<file path="src/rtl/oag_pkg.sv">
package oag_pkg;
  localparam int LEN_W = 2;

  typedef enum logic [2:0] {
    MODE_INH   = 3'd0,
    MODE_IMM   = 3'd1,
    MODE_DIR   = 3'd2,
    MODE_EXT   = 3'd3,
    MODE_IDX8  = 3'd4,
    MODE_IDX16 = 3'd5
  } addrMode_e;

  typedef struct packed {
    logic             selImm;
    logic             selAddr;
    logic             immWide;
    logic             zeroPage;
    logic             useIndex;
    logic             wideOffset;
    logic             pairAccess;
    logic [LEN_W-1:0] opLen;
  } ctrlStrobes_t;
endpackage

</file>
<file path="src/rtl/oag_ctrl.sv">
module oag_ctrl
  import oag_pkg::*;
(
  input  logic [2:0]   mode,
  input  logic         wideAccess,
  output ctrlStrobes_t strobes
);
  always_comb begin
    strobes = '0;
    case (mode)
      MODE_IMM: begin
        strobes.selImm  = 1'b1;
        strobes.immWide = wideAccess;
        strobes.opLen   = wideAccess ? 2'd2 : 2'd1;
      end
      MODE_DIR: begin
        strobes.selAddr    = 1'b1;
        strobes.zeroPage   = 1'b1;
        strobes.pairAccess = wideAccess;
        strobes.opLen      = 2'd1;
      end
      MODE_EXT: begin
        strobes.selAddr    = 1'b1;
        strobes.pairAccess = wideAccess;
        strobes.opLen      = 2'd2;
      end
      MODE_IDX8: begin
        strobes.selAddr    = 1'b1;
        strobes.useIndex   = 1'b1;
        strobes.pairAccess = wideAccess;
        strobes.opLen      = 2'd1;
      end
      MODE_IDX16: begin
        strobes.selAddr    = 1'b1;
        strobes.useIndex   = 1'b1;
        strobes.wideOffset = 1'b1;
        strobes.pairAccess = wideAccess;
        strobes.opLen      = 2'd2;
      end
      default: strobes = '0;
    endcase
  end
endmodule

</file>
<file path="src/rtl/oag_datapath.sv">
module oag_datapath
  import oag_pkg::*;
#(
  parameter int BYTE_W = 8,
  parameter int NUM_BASE = 4,
  localparam int ADDR_W = 2 * BYTE_W,
  localparam int SEL_W = $clog2(NUM_BASE)
) (
  input  logic              clk,
  input  logic              rstN,
  input  logic              inValid,
  input  ctrlStrobes_t      strobes,
  input  logic [SEL_W-1:0]  baseSel,
  input  logic [BYTE_W-1:0] opByte0,
  input  logic [BYTE_W-1:0] opByte1,
  input  logic [ADDR_W-1:0] baseRegs [NUM_BASE],
  output logic              outValid,
  output logic              noOperand,
  output logic              isImm,
  output logic              addrValid,
  output logic [ADDR_W-1:0] immValue,
  output logic [ADDR_W-1:0] effAddr,
  output logic              secondValid,
  output logic [ADDR_W-1:0] secondAddr,
  output logic [LEN_W-1:0]  opLen
);
  logic [ADDR_W-1:0] baseVal;
  logic [ADDR_W-1:0] offsetExt;
  logic [ADDR_W-1:0] indexSum;
  logic [ADDR_W-1:0] rawAddr;
  logic [ADDR_W-1:0] rawImm;
  logic [ADDR_W-1:0] nextAddr;
  logic [ADDR_W-1:0] wordOperand;

  assign wordOperand = {opByte0, opByte1};
  assign baseVal     = baseRegs[baseSel];

  always_comb begin
    if (strobes.wideOffset) offsetExt = wordOperand;
    else                    offsetExt = {{BYTE_W{opByte0[BYTE_W-1]}}, opByte0};
  end

  assign indexSum = baseVal + offsetExt;

  always_comb begin
    if (strobes.useIndex)      rawAddr = indexSum;
    else if (strobes.zeroPage) rawAddr = {{BYTE_W{1'b0}}, opByte0};
    else                       rawAddr = wordOperand;
  end

  assign rawImm   = strobes.immWide ? wordOperand : {{BYTE_W{1'b0}}, opByte0};
  assign nextAddr = rawAddr + {{(ADDR_W-1){1'b0}}, 1'b1};

  always_ff @(posedge clk or negedge rstN) begin
    if (!rstN) begin
      outValid    <= 1'b0;
      noOperand   <= 1'b1;
      isImm       <= 1'b0;
      addrValid   <= 1'b0;
      immValue    <= '0;
      effAddr     <= '0;
      secondValid <= 1'b0;
      secondAddr  <= '0;
      opLen       <= '0;
    end else begin
      outValid <= inValid;
      if (inValid) begin
        noOperand   <= ~(strobes.selImm | strobes.selAddr);
        isImm       <= strobes.selImm;
        addrValid   <= strobes.selAddr;
        immValue    <= strobes.selImm ? rawImm : '0;
        effAddr     <= strobes.selAddr ? rawAddr : '0;
        secondValid <= strobes.pairAccess;
        secondAddr  <= strobes.pairAccess ? nextAddr : '0;
        opLen       <= strobes.opLen;
      end
    end
  end

  // Exactly one result kind is reported
  assert_one_kind_R1: assert property (@(posedge clk) disable iff (!rstN)
    $countones({noOperand, isImm, addrValid}) == 1);
  assert_no_operand_len_R1: assert property (@(posedge clk) disable iff (!rstN)
    noOperand |-> (opLen == '0 && effAddr == '0 && immValue == '0));
  assert_imm_no_addr_R2: assert property (@(posedge clk) disable iff (!rstN)
    isImm |-> (!secondValid && effAddr == '0));
  assert_pair_needs_addr_R8: assert property (@(posedge clk) disable iff (!rstN)
    secondValid |-> addrValid);
  assert_valid_pulse_R9: assert property (@(posedge clk) disable iff (!rstN)
    outValid |-> $past(inValid));
  assert_hold_R9: assert property (@(posedge clk) disable iff (!rstN)
    !inValid |=> ($stable(effAddr) && $stable(immValue) && $stable(secondAddr)));
endmodule

</file>
<file path="src/rtl/operand_addr_gen.sv">
module operand_addr_gen
  import oag_pkg::*;
(
  input  logic        clk,
  input  logic        rstN,
  input  logic        inValid,
  input  logic [2:0]  mode,
  input  logic        wideAccess,
  input  logic [1:0]  baseSel,
  input  logic [7:0]  opByte0,
  input  logic [7:0]  opByte1,
  input  logic [15:0] regX,
  input  logic [15:0] regY,
  input  logic [15:0] regSp,
  input  logic [15:0] regPc,
  output logic        outValid,
  output logic        noOperand,
  output logic        isImm,
  output logic        addrValid,
  output logic [15:0] immValue,
  output logic [15:0] effAddr,
  output logic        secondValid,
  output logic [15:0] secondAddr,
  output logic [1:0]  opLen
);
  ctrlStrobes_t strobes;
  logic [15:0]  baseRegs [4];

  assign baseRegs[0] = regX;
  assign baseRegs[1] = regY;
  assign baseRegs[2] = regSp;
  assign baseRegs[3] = regPc;

  oag_ctrl ctrl_i (
    .mode       (mode),
    .wideAccess (wideAccess),
    .strobes    (strobes)
  );

  oag_datapath #(.BYTE_W(8), .NUM_BASE(4)) dp_i (
    .clk         (clk),
    .rstN        (rstN),
    .inValid     (inValid),
    .strobes     (strobes),
    .baseSel     (baseSel),
    .opByte0     (opByte0),
    .opByte1     (opByte1),
    .baseRegs    (baseRegs),
    .outValid    (outValid),
    .noOperand   (noOperand),
    .isImm       (isImm),
    .addrValid   (addrValid),
    .immValue    (immValue),
    .effAddr     (effAddr),
    .secondValid (secondValid),
    .secondAddr  (secondAddr),
    .opLen       (opLen)
  );
endmodule

</file>
<file path="config.mk">
export PLATFORM = sky130hd
export DESIGN_NAME = operand_addr_gen
export DESIGN_NICKNAME = d
export VERILOG_FILES = /design/src/rtl/oag_pkg.sv /design/src/rtl/oag_ctrl.sv /design/src/rtl/oag_datapath.sv /design/src/rtl/operand_addr_gen.sv
export SDC_FILE = /design/constraint.sdc
export NUM_CORES = 1
export LEC_CHECK = 0
export ABC_AREA = 1
export CAP_MARGIN = 20
export CORE_MARGIN = 1.5
export CORE_UTILIZATION = 40
export CTS_CLUSTER_DIAMETER = 40
export DETAILED_ROUTE_END_ITERATION = 8
export DONT_BUFFER_PORTS = 1
export SLEW_MARGIN = 25
export SYNTH_ARGS = -nofsm -noshare
export SYNTH_HDL_FRONTEND = slang
export SYNTH_SLANG_ARGS = --single-unit
</file>
<file path="constraint.sdc">
create_clock -name clk -period 1.41 [get_ports clk]
set_clock_uncertainty 0.15 [all_clocks]
set_input_delay 0.282 -clock clk [delete_from_list [all_inputs] [get_ports clk]]
set_output_delay 0.282 -clock clk [all_outputs]
set_load 0.01 [all_outputs]
</file>
==> flow_summary.json, run 1 <==
{
  "clock-sinks": 55,
  "gp_congestion": 0.973,
  "drtIter0Drc": 236,
  "cts_buffers": 5,
  "final_common_cell": "nand2_1",
  "critPathArrivalTime_ps": 2640,
  "synth-compound-area-share": 0.188,
  "routedWlPerCell_um": 16.5,
  "cp_common_cell": "nand2_1",
  "clk-insertion-delay-late_ps": 310,
  "yosysTopAreaCellShare": 0.315,
  "setup_viol": 32,
  "clk_pin_slew_ps": 90,
  "synthTopCellsByArea": "dfrtp_1 31%, nand2_1 18%, o21ai_0 9.9%",
  "r2r_setup_slack_ps": 400,
  "p_leak_nw": 3.07,
  "ys_seq_area_frac": 0.321,
  "rows": 37,
  "ys_types": 38,
  "drc_errors": 0,
  "syn_to_final_growth_pct": 51.2,
  "critPathMaxFanout": 7,
  "syn_area_um2": 4290,
  "post-place-ws_ps": -1630,
  "synthSimpleGateAreaFrac": 0.341,
  "layout_common_cells": "145 x nand2_1, 81 x buf_4, 56 x inv_1, 54 x dfrtp_1, 43 x nand2_2",
  "die_w_um": 107,
  "syn_inst": 659,
  "tns_ps": -25400,
  "drt_pass1_iterations": 4,
  "via_per_inst": 5.44,
  "antenna_found_initial": 0,
  "worstSetupEndpointType": "register",
  "cts_buffer_depth": 2,
  "clk_root_buffer_cell": "clkbuf_8",
  "antenna_cells": 0,
  "coreArea_um2": 10400,
  "slew_violations": 0,
  "yosysWarningCount": 0,
  "rsz0062_at_grt": "true",
  "muxShareOfSynthArea": 0,
  "grt_usage": 0.257,
  "synth_top_family_by_area": "simple AND/OR/NAND/NOR gates",
  "grt_pass1_wl_mm": 23.2,
  "fmax_ghz": 0.395,
  "grt_pass1_vias": 4709,
  "ir_drop_mv": 0.477,
  "ant_nets": 0,
  "start_util": 0.414,
  "grt_max_degree": 56,
  "hold_class": "input pin to async pin",
  "syn-num-nets": 766,
  "cp-start-kind": "input pin",
  "avgSynthCellArea_um2": 6.51,
  "synthAdderAreaFrac": 0.0542,
  "r2r_start": "dp_i.noOperand",
  "drt-total-wl_mm": 14.8,
  "violations": "hold timing, setup timing",
  "hpwl_mm": 10.9,
  "hold_viol_final": 55,
  "worst_pin_slew_ps": 520,
  "cts.htree.levels": 2,
  "status": "finished, violations left",
  "p_per_area_nw_per_um2": 843,
  "max_cap_violations": 0,
  "ys_seq_elements": 55,
  "fin_crit_ps": 2530,
  "io_buffers": 0,
  "postLayoutCoreUtil": 0.626,
  "cts_tree": "built",
  "vias": 4867,
  "die_area_um2": 11400,
  "slew_headroom": 0.653,
  "crit_type": "input pin to register",
  "crit_chain": "inv_8 -> nor2_4 -> nand2_4 -> buf_6 -> o21ai_4 -> ha_4 -> fa_2 -> nand2_2 -> nand2_4 -> nand3_2 -> nand2_1 -> nand2_1 -> nand3_1 -> nand4_1 -> nor3_4 -> nand2_1 -> nand2_1 -> nand3_1 -> nand2_1",
  "totalPowerFinal_mw": 5.47,
  "die_h_um": 107,
  "drive_gt1_frac": 0.435,
  "postLayoutSetupSlackWorst_ps": -1120,
  "gr-total-overflow": 0,
  "cp_slowest_stage_delay_ps": 290,
  "reg2reg_depth": 2,
  "whs_ps": -498,
  "fin_crit_sh": 1.80,
  "synth_area_leader_cell": "dfrtp_1",
  "synth-xor-area-share": 0.00204,
  "finalNetCount": 864,
  "r2r_end": "dp_i.noOperand",
  "crit_path_top_delay_cell": "nor3_4",
  "cp.required_ps": 1520,
  "ioPinCount": 144
}
stage by stage:
| step | instances | cell area [um^2] |
|---|---|---|
| after floorplan | 659 | 4520 |
| after global placement | 861 | 5240 |
| after detailed placement | 861 | 5240 |
| after CTS | 886 | 5950 |
| after global routing | 894 | 6490 |
| final | 894 | 6490 |
power by group:
part / total, mW / switching [mW] / internal, mW
clock network: 1.04 / 0.510 / 0.530
logic: 2.56 / 1.41 / 1.15
registers: 1.87 / 0.159 / 1.71
critical path: cells and delay by family:
kind            cells  cell delay, ps
simple gates       14            1660
compound gates      1             130
fa+ha+maj           2             390
buf+inv             2             160
worst max path at each step:
stage                from             endpoint  slack [ps]  cells after the start
3_3_place_gp      mode[2]  dp_i.secondAddr[15]       -1590                     20
5_1_grt           mode[2]  dp_i.secondAddr[15]       -1220                     22
3_5_place_dp      mode[2]  dp_i.secondAddr[15]       -1630                     20
4_1_cts        baseSel[1]  dp_i.secondAddr[13]       -1020                     20
6_report          mode[2]  dp_i.secondAddr[14]       -1120                     19
2_1_floorplan     mode[2]  dp_i.secondAddr[14]       -1270                     18
layout make-up:
type                            count  area, um^2
Multi-Input combinational cell    501        3530
Timing Repair Buffer              112         967
Clock buffer                        6        72.6
Inverter                           82         332
Sequential cell                    55        1380
Clock inverter                      2        37.5
Fill cell                         894        3880
Tap cell                          136         170
cell usage after synthesis:
master	count
nor3_1	4
inv_2	4
clkbuf_1	17
inv_1	78
nor2_8	1
ha_1	17
o22ai_1	15
and2_1	1
nor3_2	3
nor2_1	56
o21ai_2	1
nand3_2	1
nand2_4	3
a22o_1	3
nor3_4	1
a21oi_2	2
xor2_1	1
buf_2	2
dfstp_2	1
nand4_1	4
fa_1	1
nor2_4	2
nand2_1	204
nand2_2	3
nand3_1	44
nor2_2	3
o21ai_0	85
buf_4	1
nand3b_1	2
nand3_4	1
or2_2	2
buf_1	1
o221ai_1	8
o21ai_1	8
o31ai_1	2
buf_6	1
dfrtp_1	54
a21oi_1	22
registers in the layout, indices dropped and copies added (netlist names):
| signal | cells |
|---|---|
| dp_i.isImm | 1 |
| dp_i.opLen | 2 |
| dp_i.secondValid | 1 |
| dp_i.outValid | 1 |
| dp_i.effAddr | 16 |
| dp_i.immValue | 16 |
| dp_i.addrValid | 1 |
| dp_i.noOperand | 1 |
| dp_i.secondAddr | 16 |
per-layer routing:
layer / track usage / routed length [um] / up-vias
met5: 0 / 0 / -
met4: 0.110 / 512 / 0
met3: 0.0383 / 940 / 41
met2: 0.436 / 7360 / 215
met1: 0.325 / 5970 / 2253
li1: - / - / 2358
repair_timing:
| action | CTS | global route |
|---|---|---|
| gates cloned | 2 | 0 |
| gates resized for setup | 127 | 136 |
| hold buffers | 5 | 1 |
| setup buffers | 13 | 13 |
| endpoints found under the setup margin | 32 | 33 |
| pin swaps | 59 | 71 |
| endpoints found under the hold margin | 64 | 56 |
cell families (layout without fill, tap and decap cells):
family | count (synthesis) | count (layout)
adders and majority gates | 18 | 18
buffers and inverters | 104 | 202
AOI/OAI and AO/OA | 146 | 146
DFF | 55 | 55
and+or+nand+nor | 335 | 336
xor gates and xnor gates | 1 | 1
(Power assumes the default switching activity.)
==> run 2, diff against run 1 <==
--- a/config.mk
+++ b/config.mk
@@ -5,7 +5,6 @@
 export SDC_FILE = /design/constraint.sdc
 export NUM_CORES = 1
 export LEC_CHECK = 0
-export ABC_AREA = 1
 export CAP_MARGIN = 20
 export CORE_MARGIN = 1.5
 export CORE_UTILIZATION = 40
==> run 2 against run 1 <==
Final area shrank 1.5%. Flip-flop and latch count is the same. The flow still finishes with violations (hold timing, setup timing). Wire length shrank 3.5%. Via count shrank 18%. Sequential share of layout area grew 0.33 points.
==> flow_summary.json, run 2 <==
{
  "die_area_um2": 11300,
  "start_util": 0.414,
  "syn_to_final_growth_pct": 49.6,
  "crit_path_top_delay_cell": "fa_2",
  "worst_pin_slew_ps": 733,
  "clk_pin_slew_ps": 100,
  "synth_area_leader_cell": "dfrtp_1",
  "postLayoutSetupSlackWorst_ps": -1720,
  "synth-xor-area-share": 0.0328,
  "grt_usage": 0.255,
  "coreArea_um2": 10300,
  "ir_drop_mv": 0.477,
  "cp.required_ps": 1430,
  "synthAdderAreaFrac": 0.0545,
  "synth-compound-area-share": 0.237,
  "yosysTopAreaCellShare": 0.316,
  "whs_ps": -503,
  "gp_congestion": 0.880,
  "synth-edff-count": 0,
  "synthSimpleGateAreaFrac": 0.153,
  "drt-total-wl_mm": 14.3,
  "hold_viol_final": 55,
  "ys_types": 75,
  "layout_common_cells": "82 x buf_4, 54 x dfrtp_1, 29 x buf_6, 21 x nand2_1, 18 x nand3_1",
  "slew_headroom": 0.510,
  "cts.htree.levels": 2,
  "p_leak_nw": 2.69,
  "crit_type": "input pin to register",
  "reg_top3": "dp_i.effAddr: 16 flops, dp_i.immValue: 16 flops, dp_i.secondAddr: 16 flops",
  "muxShareOfSynthArea": 0.149,
  "slew_violations": 0,
  "ioPinCount": 144,
  "hold_class": "input pin to async pin",
  "synth-main-ff-cell": "dfrtp_1",
  "gr-total-overflow": 0,
  "routedWlPerCell_um": 21.4,
  "rsz0062_at_grt": "true",
  "post-place-ws_ps": -2140,
  "synthTopCellsByArea": "dfrtp_1 32%, mux4_2 8.4%, mux2_2 5.0%",
  "die_w_um": 106,
  "die_h_um": 106,
  "grt_pass1_vias": 4063,
  "clock-sinks": 55,
  "cp_common_cell": "a211oi_4",
  "antenna_found_initial": 0,
  "ant_nets": 0,
  "syn-num-nets": 536,
  "clk_root_buffer_cell": "clkbuf_8",
  "reg2reg_depth": 3,
  "clk-insertion-delay-late_ps": 310,
  "cp-start-kind": "input pin",
  "synth_most_common_cell": "dfrtp_1",
  "ys_async_sr_fraction": 1.00,
  "cts_buffer_depth": 2,
  "fin_crit_sh": 2.22,
  "path_delay_family": "simple AND/OR/NAND/NOR gates",
  "p_per_area_nw_per_um2": 872,
  "cp_slowest_stage_delay_ps": 370,
  "violations": "hold timing, setup timing",
  "avgSynthCellArea_um2": 9.96,
  "r2r_end": "dp_i.immValue[5]",
  "rows": 37,
  "fin_crit_ps": 3130,
  "crit_chain": "clkinv_16 -> and3_4 -> mux2_4 -> ha_4 -> fa_2 -> a211oi_4 -> buf_6 -> o21bai_4 -> a211oi_4 -> o31ai_4 -> and4bb_1 -> nand3_2 -> nor4_2 -> o32ai_2",
  "ys_seq_elements": 55,
  "layout.cells.non_filler": 666,
  "antenna_cells": 0,
  "grt_max_degree": 56,
  "yosys-top-cells-count": "54 x dfrtp_1, 29 x nand2_1, 28 x clkbuf_1",
  "syn_area_um2": 4270,
  "fillers": 831,
  "fmax_ghz": 0.320,
  "crit_start": "mode[1]",
  "ys_seq_area_frac": 0.322,
  "cts_buffers": 5,
  "critPathArrivalTime_ps": 3150,
  "drtIter0Drc": 332,
  "drive_gt1_frac": 0.500,
  "cts_tree": "built",
  "via_per_inst": 6.00,
  "final_common_cell": "buf_4",
  "hpwl_mm": 10.0,
  "syn_inst": 429,
  "drt_pass1_iterations": 4,
  "critical_path_buf_inv_count": 2,
  "synth_top_family_by_area": "compound AO/OA/AOI/OAI gates",
  "max_cap_violations": 0,
  "placed_cells": 619,
  "status": "finished, violations left",
  "setup_viol": 42,
  "vias": 3999,
  "worstSetupEndpointType": "register",
  "yosysWarningCount": 0,
  "r2r_setup_slack_ps": 60,
  "critPathMaxFanout": 7,
  "drc_errors": 0,
  "grt_pass1_wl_mm": 22.3,
  "io_buffers": 0,
  "r2r_start": "dp_i.immValue[5]",
  "finalNetCount": 636
}
==> run 2: cell count changes after synthesis, moves of 11 or more <==
cell / change
o21ai_0: -64
nand2_1: -175
clkbuf_1: +11
a21oi_1: -12
o2bb2ai_1: +23
inv_1: -60
nor2_1: -40
mux4_2: +16
o22ai_1: -15
mux2_2: +19
a21o_1: +13
a22o_1: +14
nand3_1: -20
==> run 2: metal layers <==
metal | vias up | share of wire | track usage
li1 | 1834 | - | -
met1 | 1968 | 0.41 | 0.330
met2 | 166 | 0.48 | 0.416
met3 | 31 | 0.066 | 0.0460
met4 | 0 | 0.035 | 0.115
met5 | - | 0 | 0
==> run 2: layout make-up <==
type / instances / area [um^2] / area share
Multi-Input combinational cell: 322 / 3550 / 0.556
Sequential cell: 55 / 1380 / 0.216
Timing Repair Buffer: 126 / 1110 / 0.173
Tap cell: 136 / 170 / 0.0266
Inverter: 19 / 97.6 / 0.0153
Clock buffer: 5 / 68.8 / 0.0108
Clock inverter: 3 / 15.0 / 0.00235
==> run 2: logic make-up (layout without fill, tap and decap cells) <==
group,count (synthesis),after routing
multiplexers,41,41
AND/OR/NAND/NOR,116,116
AO/OA/AOI/OAI,131,131
buffers and inverters,52,153
adder cells (fa/ha/maj),18,18
XOR/XNOR,16,16
flip-flops,55,55
==> run 2: timing repair <==
item / in CTS / in global routing
setup buffers: 20 / 19
endpoints found under the hold margin: 79 / 56
pin swaps: 68 / 40
gates resized for setup: 111 / 47
hold buffers: 13 / 1
endpoints found under the setup margin: 32 / 45
==> run 2: through the flow <==
step	util	TNS, ps	total power, mW	area (um^2)	hold WS (ps)
finish	0.619	-38550	5.57	6390	-503
global route	0.619	-42040	5.87	6390	-528
CTS	0.588	-36780	5.29	6070	-513
detailed placement	0.498	-51490	3.86	5140	-162
global placement	0.498	-50440	3.83	5140	-162
floorplan	-	-44850	3.17	4530	-164
==> run 2: how the worst max path moves through the flow <==
stage,end,cells after the start
after CTS,dp_i.secondAddr[15],12
after global placement,dp_i.secondAddr[15],14
after global routing,dp_i.secondAddr[15],12
after floorplan,dp_i.secondAddr[15],12
after detailed placement,dp_i.secondAddr[15],13
final,dp_i.secondAddr[15],14
==> run 2: power by group <==
part           switching, mW  leakage [nW]  internal, mW
Clock                  0.529        0.0477         0.342
Sequential             0.178         0.733          1.71
Combinational           1.30          1.91          1.51
==> run 2: worst register-to-register path, cell delays in order, from the launching register on <==
cell	delay [ps]
dfrtp_1	430
inv_1	80
o21ai_1	50
dlygate4sd3_1	540
==> run 3, diff against run 2 <==
--- a/config.mk
+++ b/config.mk
@@ -11,6 +11,7 @@
 export CTS_CLUSTER_DIAMETER = 40
 export DETAILED_ROUTE_END_ITERATION = 8
 export DONT_BUFFER_PORTS = 1
+export PLACE_DENSITY_LB_ADDON = 0.12
 export SLEW_MARGIN = 25
 export SYNTH_ARGS = -nofsm -noshare
 export SYNTH_HDL_FRONTEND = slang
==> run 3 against run 2 <==
The flow still finishes with violations (hold timing, setup timing). Flip-flop and latch count stayed put. Highest routed layer unchanged. Clock power increased by 40%. Setup slack improved by 46 ps.
==> flow_summary.json, run 3 (synthesized netlist as in run 2, its figures left out) <==
{
  "multi_input_area_um2": 3290,
  "worst_pin_slew_ps": 896,
  "cts.htree.levels": 2,
  "crit_chain": "clkinv_16 -> and3_4 -> mux2_4 -> ha_4 -> fa_2 -> a211oi_4 -> buf_6 -> o211ai_1 -> a21oi_2 -> nor3b_4 -> and4bb_1 -> nand3_2 -> buf_4 -> nor4_4 -> o32ai_2",
  "postLayoutSetupSlackWorst_ps": -1670,
  "grt_max_degree": 56,
  "cp-start-kind": "input pin",
  "syn_to_final_growth_pct": 43.5,
  "vias": 3873,
  "r2r_start": "dp_i.opLen[0]",
  "gp_congestion": 0.903,
  "die_h_um": 106,
  "setup_viol": 31,
  "grt_usage": 0.246,
  "fin_crit_sh": 2.19,
  "cts_buffer_depth": 2,
  "via_per_inst": 5.82,
  "whs_ps": -504,
  "layout_common_cells": "92 x buf_4, 54 x dfrtp_1, 24 x buf_6, 22 x nand2_1, 18 x nand3_1",
  "drtIter0Drc": 223,
  "antenna_cells": 0,
  "grt_pass1_wl_mm": 21.8,
  "post-place-ws_ps": -2070,
  "clk-insertion-delay-late_ps": 320,
  "cp.required_ps": 1430,
  "reg2reg_depth": 1,
  "ctsHoldBuffers": 10,
  "layout.cells.non_filler": 666,
  "drive_gt1_frac": 0.474,
  "final_common_cell": "buf_4",
  "fillers": 868,
  "cp_slowest_stage_delay_ps": 360,
  "hold_viol_final": 55,
  "cts_buffers": 5,
  "rsz0062_at_grt": "true",
  "coreArea_um2": 10300,
  "postLayoutCoreUtil": 0.594,
  "io_buffers": 0,
  "antenna_found_initial": 0,
  "ir_drop_mv": 0.609,
  "critical_path_buf_inv_count": 3,
  "drc_errors": 0,
  "gr-total-overflow": 0,
  "cts_tree": "built",
  "crit_path_top_delay_cell": "fa_2",
  "drt_pass1_iterations": 4,
  "p_leak_nw": 2.63,
  "r2r_end": "dp_i.opLen[0]",
  "status": "finished, violations left",
  "totalPowerFinal_mw": 5.60,
  "max_cap_violations": 0,
  "crit_type": "input pin to register",
  "reg_top3": "dp_i.effAddr: 16 flops, dp_i.immValue: 16 flops, dp_i.secondAddr: 16 flops",
  "grt_pass1_vias": 3985,
  "clock-sinks": 55,
  "routedWlPerCell_um": 20.4,
  "slew_violations": 0,
  "clk_pin_slew_ps": 90,
  "die_w_um": 106,
  "rows": 37,
  "hpwl_mm": 10.1,
  "path_delay_family": "simple AND/OR/NAND/NOR gates",
  "ioPinCount": 144,
  "fin_crit_ps": 3080,
  "ff_latch_area_um2": 1380,
  "violations": "hold timing, setup timing",
  "drt-total-wl_mm": 13.6,
  "start_util": 0.414,
  "critPathMaxFanout": 7,
  "critPathArrivalTime_ps": 3100,
  "clk_root_buffer_cell": "clkbuf_8",
  "placed_cells": 628,
  "ant_nets": 0,
  "hold_class": "input pin to async pin",
  "worstSetupEndpointType": "register",
  "finalNetCount": 636,
  "placed_area_um2": 5190,
  "fmax_ghz": 0.324,
  "r2r_setup_slack_ps": 450,
  "p_per_area_nw_per_um2": 913,
  "design_area_um2": 6130,
  "slew_headroom": 0.402,
  "die_area_um2": 11300
}
[run 3: cell types whose count changed in the layout (fill, tap and decap cells not counted), sizes merged]
cell,before,now
buf,113,116
bufinv,0,2
clkbuf,5,6
clkinv,5,2
dlygate4sd3,13,9
dlymetal6s2s,0,1
[run 3: routing by layer]
metal  track usage  wire length, um  share of wire  vias to the layer above
li1              -                -              -                     1835
met1         0.326             5860           0.43                     1892
met2         0.406             6640           0.49                      127
met3        0.0497              829          0.061                       19
met4        0.0714              234          0.017                        0
met5             0                0              0                        -
[run 3: worst max-delay path by stage]
stage / to / slack (ps) / startpoint / cells past startpoint
CTS: dp_i.secondAddr[15] / -1670 / mode[1] / 14
floorplan: dp_i.secondAddr[15] / -2050 / baseSel[0] / 12
global placement: dp_i.secondAddr[15] / -2070 / mode[0] / 14
finish: dp_i.secondAddr[15] / -1670 / mode[1] / 15
global route: dp_i.secondAddr[15] / -1790 / mode[1] / 15
detailed placement: dp_i.secondAddr[15] / -2070 / mode[1] / 13
[run 3: through the flow]
| step | TNS [ps] | hold WS (ps) |
|---|---|---|
| final | -37400 | -504 |
| after global routing | -40000 | -532 |
| after CTS | -39390 | -514 |
| after detailed placement | -50730 | -162 |
| after global placement | -50000 | -162 |
| after floorplan | -44850 | -164 |
[run 3: where the power goes]
| part | internal (mW) | switching (mW) |
|---|---|---|
| Sequential | 1.71 | 0.173 |
| Combinational | 1.35 | 1.14 |
| Clock | 0.709 | 0.512 |
| Total | 3.77 | 1.82 |
[run 3: timing repair]
action / CTS / global route
pin swaps: 47 / 17
resized for setup: 67 / 44
setup buffers: 15 / 9
hold endpoints to repair: 79 / 55
setup endpoints to repair: 32 / 46
[run 3: final cells by class]
cell class	instances	area share
sequential	55	0.225
tap	136	0.0278
clock inverter	2	0.00980
inverter	19	0.0159
multi-input combinational	322	0.537
clock buffer	6	0.0118
timing repair buffer	126	0.173
